<file path="src/rtl/irq_sense_pkg.sv">
// Shared widths and register addresses for the interrupt sensing unit.
package irq_sense_pkg;
    localparam int ADDR_W = 2;
    localparam int REG_W  = 8;

    typedef enum logic [ADDR_W-1:0] {
        ADDR_EN   = 2'd0,
        ADDR_SC   = 2'd1,
        ADDR_FLAG = 2'd2,
        ADDR_NONE = 2'd3
    } reg_addr_e;
endpackage

</file>
<file path="src/rtl/irq_sync.sv">
// Multi-flop synchroniser for a vector of asynchronous pins.
// Assumes STAGES >= 2. Resets to all ones, the idle level of active-low pins.
module irq_sync #(
    parameter int WIDTH  = 6,
    parameter int STAGES = 2
) (
    input  logic             clk,
    input  logic             rst_n,
    input  logic [WIDTH-1:0] din,
    output logic [WIDTH-1:0] dout
);
    logic [WIDTH-1:0] stage [STAGES];

    // Shift the pin samples through the flop chain.
    always_ff @(posedge clk) begin
        if (!rst_n) begin
            for (int k = 0; k < STAGES; k++) stage[k] <= '1;
        end else begin
            stage[0] <= din;
            for (int k = 1; k < STAGES; k++) stage[k] <= stage[k-1];
        end
    end

    assign dout = stage[STAGES-1];
endmodule

</file>
<file path="src/rtl/irq_pin_cell.sv">
// Request flag for one pin.
// Level mode: the flag follows the inverted synchronised input.
// Edge mode: a falling edge sets a sticky flag, and an edge beats a clear
// that arrives in the same cycle. Standby clears the flag.
// Assumes sync_in is already synchronous to clk.
module irq_pin_cell (
    input  logic clk,
    input  logic rst_n,
    input  logic stby,
    input  logic edge_mode,
    input  logic sync_in,
    input  logic clr,
    output logic fall,
    output logic flag
);
    logic prev;

    assign fall = prev & ~sync_in;

    // Keep the previous sample and update the flag for the current mode.
    always_ff @(posedge clk) begin
        if (!rst_n) begin
            prev <= 1'b1;
            flag <= 1'b0;
        end else begin
            prev <= sync_in;
            if (stby)            flag <= 1'b0;
            else if (!edge_mode) flag <= ~sync_in;
            else                 flag <= fall | (flag & ~clr);
        end
    end
endmodule

</file>
<file path="src/rtl/irq_bus_regs.sv">
// Enable and sense registers with the read mux and the clear decode for the
// flag register. Bits above NPINS are plain storage.
// Assumes NPINS <= REG_W.
module irq_bus_regs
    import irq_sense_pkg::*;
#(
    parameter int NPINS = 6
) (
    input  logic              clk,
    input  logic              rst_n,
    input  logic              stby,
    input  logic              wr_en,
    input  logic [ADDR_W-1:0] addr,
    input  logic [REG_W-1:0]  wdata,
    input  logic [NPINS-1:0]  flags,
    output logic [REG_W-1:0]  en_q,
    output logic [REG_W-1:0]  sc_q,
    output logic [NPINS-1:0]  clr_vec,
    output logic [REG_W-1:0]  rdata
);
    logic [REG_W-1:0] flags_ext;

    // Store register writes; reset and standby return both registers to zero.
    always_ff @(posedge clk) begin
        if (!rst_n || stby) begin
            en_q <= '0;
            sc_q <= '0;
        end else if (wr_en) begin
            if (addr == ADDR_EN) en_q <= wdata;
            if (addr == ADDR_SC) sc_q <= wdata;
        end
    end

    // Decode a write-one-to-clear on the flag register.
    always_comb begin
        clr_vec = '0;
        if (wr_en && addr == ADDR_FLAG) clr_vec = wdata[NPINS-1:0];
    end

    // Select the read data for the addressed register.
    always_comb begin
        flags_ext = '0;
        flags_ext[NPINS-1:0] = flags;
        case (addr)
            ADDR_EN:   rdata = en_q;
            ADDR_SC:   rdata = sc_q;
            ADDR_FLAG: rdata = flags_ext;
            default:   rdata = '0;
        endcase
    end
endmodule

</file>
<file path="src/rtl/irq_sense.sv">
// Top of the external interrupt sensing unit: synchroniser, per-pin flag
// cells, register block and request gating.
// Assumes the bus is synchronous to clk and the pins are asynchronous.
module irq_sense
    import irq_sense_pkg::*;
#(
    parameter int NPINS       = 6,
    parameter int SYNC_STAGES = 2
) (
    input  logic              clk,
    input  logic              rst_n,
    input  logic              stby,
    input  logic [NPINS-1:0]  irq_pin_n,
    input  logic              wr_en,
    input  logic [ADDR_W-1:0] addr,
    input  logic [REG_W-1:0]  wdata,
    output logic [REG_W-1:0]  rdata,
    output logic [NPINS-1:0]  irq,
    output logic              irq_any
);
    logic [NPINS-1:0] sync_now;
    logic [NPINS-1:0] fall_vec;
    logic [NPINS-1:0] flags;
    logic [NPINS-1:0] clr_vec;
    logic [REG_W-1:0] en_q;
    logic [REG_W-1:0] sc_q;

    irq_sync #(.WIDTH(NPINS), .STAGES(SYNC_STAGES)) i_sync (
        .clk(clk), .rst_n(rst_n), .din(irq_pin_n), .dout(sync_now)
    );

    irq_bus_regs #(.NPINS(NPINS)) i_regs (
        .clk(clk), .rst_n(rst_n), .stby(stby), .wr_en(wr_en), .addr(addr),
        .wdata(wdata), .flags(flags), .en_q(en_q), .sc_q(sc_q),
        .clr_vec(clr_vec), .rdata(rdata)
    );

    for (genvar i = 0; i < NPINS; i++) begin : g_pin
        irq_pin_cell i_cell (
            .clk(clk), .rst_n(rst_n), .stby(stby), .edge_mode(sc_q[i]),
            .sync_in(sync_now[i]), .clr(clr_vec[i]),
            .fall(fall_vec[i]), .flag(flags[i])
        );
    end

    // Gate each flag with its enable bit and combine the requests.
    always_comb begin
        irq     = flags & en_q[NPINS-1:0];
        irq_any = |irq;
    end
endmodule

</file>
<file path="config.mk">
export PLATFORM = sky130hd
export DESIGN_NAME = irq_sense
export DESIGN_NICKNAME = d
export VERILOG_FILES = /design/src/rtl/irq_sense_pkg.sv /design/src/rtl/irq_sync.sv /design/src/rtl/irq_pin_cell.sv /design/src/rtl/irq_bus_regs.sv /design/src/rtl/irq_sense.sv
export SDC_FILE = /design/constraint.sdc
export NUM_CORES = 1
export LEC_CHECK = 0
export BUFFER_PORTS_ARGS = -buffer_cell sky130_fd_sc_hd__buf_2
export CAP_MARGIN = 25
export CORE_ASPECT_RATIO = 0.8
export CORE_UTILIZATION = 35
export DETAILED_ROUTE_END_ITERATION = 10
export GPL_TIMING_DRIVEN = 0
export HOLD_SLACK_MARGIN = 0.03
export MAX_ROUTING_LAYER = met4
export PLACE_DENSITY_LB_ADDON = 0.12
export SYNTH_ARGS = -nofsm -noshare
export SYNTH_HDL_FRONTEND = slang
export SYNTH_SLANG_ARGS = --single-unit
export TNS_END_PERCENT = 30
</file>
<file path="constraint.sdc">
create_clock -name clk -period 1.1 [get_ports clk]
set_input_delay 0.165 -clock clk [delete_from_list [all_inputs] [get_ports clk]]
set_output_delay 0.165 -clock clk [all_outputs]
set_load 0.02 [all_outputs]
</file>
Word level (Yosys, flattened, before mapping) --
Memories as Yosys holds them, arrays and structs flattened. Cells that the tools add are included.
Storage, ports and cells: bits in registers 28, memories 1, logic and storage cells 71, ROM bits 0, bits in writable memories 12, bits in latches 0
Operators by class: bitwise gates (word level) 34, add/subtract/negate cells 0, divide/modulo/power cells 0, order comparisons 0, mux-type cells 12, multiply operators 0, eq/ne operators 2, reduce and logical (&&, ||, !) cells 8, shift-type cells 0
Memory list:
- i_sync.stage | depth 2, bits a word 6, rd ports 2, clocked after memory_dff 0, wr ports 2, RTL line irq_sync.sv:12 | logic [WIDTH-1:0] stage [STAGES];
Operators by type and width (number):
- $pmux 8 s3 | 1
- $mux 6 | 3
- $not 1->1 | 13
- $and 1x1->1 | 12
- $mux 1 | 8
- $or 1x1->1 | 8
- $and 6x6->6 | 1
- $reduce_or 6->1 | 1
- $reduce_and 2->1 | 2
- $eq 2x1->1 const B | 1
- $eq 2x2->1 const B | 1
- $logic_not 2->1 | 1
- $reduce_or 2->1 | 1
- $logic_and 1x1->1 | 1
- $logic_not 1->1 | 1
- $logic_or 1x1->1 | 1

Longest topological paths before layout --
depth after elaboration 7, depth in mapped cells 4

Modules after synthesis --
A second synthesis with hierarchy kept.
Unflattened totals: cells, all modules 180, area total of the unflattened synthesis 1865.5 um2
By module, submodules not included:
- irq_bus_regs | area an instance 933.4 um2, cells each 92, instances 1
- irq_pin_cell | area an instance 80.1 um2, cells each 8, instances 6
- irq_sync | area an instance 384.1 um2, cells each 31, instances 1
- irq_sense | area an instance 67.6 um2, cells each 9, instances 1

Worst setup path before layout --
No wires, ideal clock.
path kind reg2out, start point reg g_pin[0].i_cell.flag, end point out irq_any, path buffers 0, cell stages (with the launch flop) 3, setup slack -0.236 ns, arrival 1.171 ns, path through dfxtp_1 -> and2_1 -> or4_1
On the way: longest elaborated chain between the ends 2
RTL lines:
- from (decl) | RTL line irq_pin_cell.sv:14 | output logic flag
- from (signal assigned) | RTL line irq_pin_cell.sv:28 | else if (!edge_mode) flag <= ~sync_in;
- from (signal assigned) | RTL line irq_pin_cell.sv:29 | else flag <= fall | (flag & ~clr);
- $and 6x6->6 | RTL line irq_sense.sv:48 | irq = flags & en_q[NPINS-1:0];
- named net irq[0] | RTL line irq_sense.sv:18 | output logic [NPINS-1:0] irq,
- $reduce_or 6->1 | RTL line irq_sense.sv:49 | irq_any = |irq;
- to (decl) | RTL line irq_sense.sv:19 | output logic irq_any
The timed path passes the listed nets, and every way through them passes these cells.

Worst setup path after layout --
start point reg i_regs.en_q[4], end point out irq_any
On the way: longest elaborated chain between the ends 2
RTL lines:
- from (decl) | RTL line irq_bus_regs.sv:16 | output logic [REG_W-1:0] en_q,
- from (signal assigned) | RTL line irq_bus_regs.sv:29 | if (addr == ADDR_EN) en_q <= wdata;
- $and 6x6->6 | RTL line irq_sense.sv:48
- $reduce_or 6->1 | RTL line irq_sense.sv:49
No other way between the ends.

==> summary.txt <==
Outcome
  – Status: finished with violations
  – Failing checks: negative setup slack

CTS
  – CTS root buf: clkbuf_8
  – CTS tree: done
  – H-tree Lvls: 2
  – Clock sink count: 40
  – Worst-path clk slew: 0.08 ns
  – Worst-Skew Late Latency: 0.29 ns
  – Total CTS buffers: 5
  – Number of hold buffers added after cts: 0
  – Max clock buf depth: 2

Synthesis
  – Synth Area in Simple Gates: 30.55%
  – Adder-cell share of the synthesized area: 0%
  – Yosys reg bits: 40
  – Syn_nets: 187
  – Compound-cell area share of the yosys netlist: 6.868%
  – Syn Inst Count: 167
  – Synth Area in XOR/XNOR: 0%
  – Sequential cell area fraction in the yosys report: 44.85%
  – Largest family of logic cells by synthesized area: simple AND/OR/NAND/NOR gates
  – Yosys warns: 0
  – Synth Area per Inst: 10.69 um^2
  – Syn Std Cell Area: 1785 um^2
  – Post-synthesis cell type count: 20
  – Fraction of synthesized area in multiplexers: 13.45%

Die
  – Starting Density: 37.71%
  – Die area: 5393 um^2
  – Std-Cell Rows: 22
  – Die height: 65.88 um
  – Die X: 81.86 um
  – IO Pins: 35
  – Core ar.: 4735 um^2

Drt
  – DRC viols: 0
  – DRT iter0 DRCs: 83
  – Vias per inst: 5.087
  – First-pass iteration count of the detailed router: 4
  – Wirelength per Cell: 16.73 um
  – Routed vias: 1404
  – ANT nets after route: 0
  – WL final: 4618 um

STA
  – Max Slew Vio Count: 0
  – Minimum clock period: 1.657 ns
  – Hold Slack: 0.05046 ns
  – Slew @ Worst Pin: 0.5887 ns
  – Unrepaired setup endpoints after global routing: true
  – Final setup vio count: 11
  – Period utilisation layout: 150.6%
  – Fmax achieved: 603.6 MHz
  – Final WS setup: -0.5566 ns
  – Skew final: 0.002792 ns
  – Worst slew margin: 60.75%
  – Fin. Hold Viols: 0

GRT
  – Global-route wire length before repair: 7307 um
  – GRT Overall Usage: 19.26%
  – Initial antenna violation count: 0
  – Gr ovfl total: 0
  – Vias in the first global route: 1374
  – Largest net degree at the start of global routing: 14

Hold path
  – Worst Min Path Start: irq_pin_n[1]
  – WHS Endpoint: i_sync.stage[0][1]
  – Hold Crit Class: input port to flip-flop
  – WHS Path Cells: 2

Power and ir drop
  – P per Cell Area: 1194 nW/um^2
  – Leakage: 0.9612 nW
  – Seq pwr share: 53.1%
  – Clock share of power: 36.5%
  – Internal power: 2.132 mW
  – P_sw: 0.6899 mW
  – Comb power frac: 10.4%
  – Peak supply drop: 0.7169 mV
  – Switching share of power: 24.45%

Critical path
  – WS Path Type: flip-flop to primary output
  – Setup slack, reg-to-reg: 0.20 ns
  – Reg-to-reg endpoint: g_pin[5].i_cell.flag
  – Crit path DAT: 1.49 ns
  – R2r startpoint: i_regs.sc_q[5]
  – Critical Path Start Type: flip-flop
  – WP data required: 0.94 ns
  – Largest fanout on the critical path: 3
  – CP Capture Type: primary output
  – Reg2reg path depth: 3

Final layout
  – Post-route cell area: 2364 um^2
  – Final nets: 235
  – Layout Utilization: 49.92%
  – Inserted Diodes: 0
  – Area grow syn2layout: 32.38%
  – Non-Filler Instances: 276
  – Share of cells above drive strength 1: 39.81%

Place
  – Post-Place Cell Area: 2032 um^2
  – Gpl congestion: 0.7422
  – I/O Buffers: 31
  – Placed insts: 258
  – DP HPWL: 2965 um

Flow run
  – Max-cap violation count: 0
[cells by family after synthesis]
family / after synthesis
AND/OR/NAND/NOR: 75
buffers and inverters: 14
multiplexers: 24
flip-flops: 40
AO/OA/AOI/OAI: 14
[per-layer routing]
layer  vias up  share of wire, %  GRT usage, %
li1        700                 -             -
met1       672                48         25.97
met2        30                48         28.82
met3         2               4.1         4.138
met4         0              0.45         5.482
met5         -                 0             -
[placed cells by master (no fill, tap or decap), types with 11 or more instances in the layout]
master    netlist  final
nand3b_1       25     25
buf_6           2     11
buf_2           4     22
mux2i_1        24     22
dfxtp_1        40     21
dfxtp_2         0     16
buf_4           1     12
nand2b_1       19     19
[Yosys cell counts]
library cell | count | area share (%)
nand2b_1 | 19 | 6.7
a22o_1 | 2 | 0.98
and4b_1 | 6 | 3.4
or4_1 | 1 | 0.42
mux2i_1 | 24 | 13
or3b_1 | 1 | 0.49
o2bb2ai_1 | 6 | 2.9
dfxtp_1 | 40 | 45
buf_2 | 4 | 1.1
nand4b_1 | 6 | 2.9
buf_6 | 2 | 1.3
nor2b_1 | 7 | 2.5
o32ai_1 | 6 | 2.9
and3b_1 | 1 | 0.49
nor2_1 | 2 | 0.42
nand3b_1 | 25 | 11
clkbuf_1 | 7 | 1.5
and2_1 | 6 | 2.1
buf_4 | 1 | 0.42
nor3b_2 | 1 | 0.70
[stage by stage]
stage	setup TNS (ns)	worst slack, ns	power [mW]
4_1_cts	-1.240	-0.6199	2.855
3_3_place_gp	-2.764	-0.3249	1.788
5_1_grt	-2.134	-0.5920	2.957
3_5_place_dp	-2.943	-0.3349	1.791
2_1_floorplan	-0.3379	-0.1531	1.693
6_report	-1.481	-0.5566	2.822
[state kept, by name, indices dropped and copies added (netlist names)]
| register | flops |
|---|---|
| i_regs.en_q | 8 |
| g_pin.i_cell.flag | 6 |
| g_pin.i_cell.prev | 6 |
| i_regs.sc_q | 8 |
| i_sync.stage | 12 |
[layout make-up]
class,count,area (um^2)
clock inverter,2,15.01
sequential,40,832.0
buffer,14,96.34
multi-input combinational,113,947.2
tap,60,75.07
clock buffer,6,82.58
timing repair buffer,41,315.3
fill,451,2371
[what timing repair did]
item	in CTS	in global routing
endpoints found under the setup margin	15	14
gates resized for setup	38	15
buffers inserted	3	7
pin swaps	4	9
[worst max path at each step]
stage | from | end | slack, ns
after detailed placement | addr[0] | rdata[3] | -0.33
after CTS | g_pin[2].i_cell.flag | irq_any | -0.62
after floorplan | i_regs.en_q[2] | irq_any | -0.15
after global routing | i_regs.en_q[4] | irq_any | -0.59
after global placement | i_regs.en_q[2] | irq_any | -0.32
final | i_regs.en_q[4] | irq_any | -0.56
[power by group through the flow]
stage / Combinational [mW] / Clock [mW] / Sequential [mW]
6_report: 0.294 / 1.03 / 1.50
5_1_grt: 0.313 / 1.14 / 1.50
4_1_cts: 0.285 / 1.06 / 1.51
3_5_place_dp: 0.253 / 0 / 1.54
3_3_place_gp: 0.250 / 0 / 1.54
2_1_floorplan: 0.162 / 0 / 1.53
[critical path: stages (launching register included)]
cell and delay, ns:
dfxtp_2 0.33, a22o_1 0.24, or4_4 0.49, buf_6 0.15
Power figures use the tool's default switching activity.
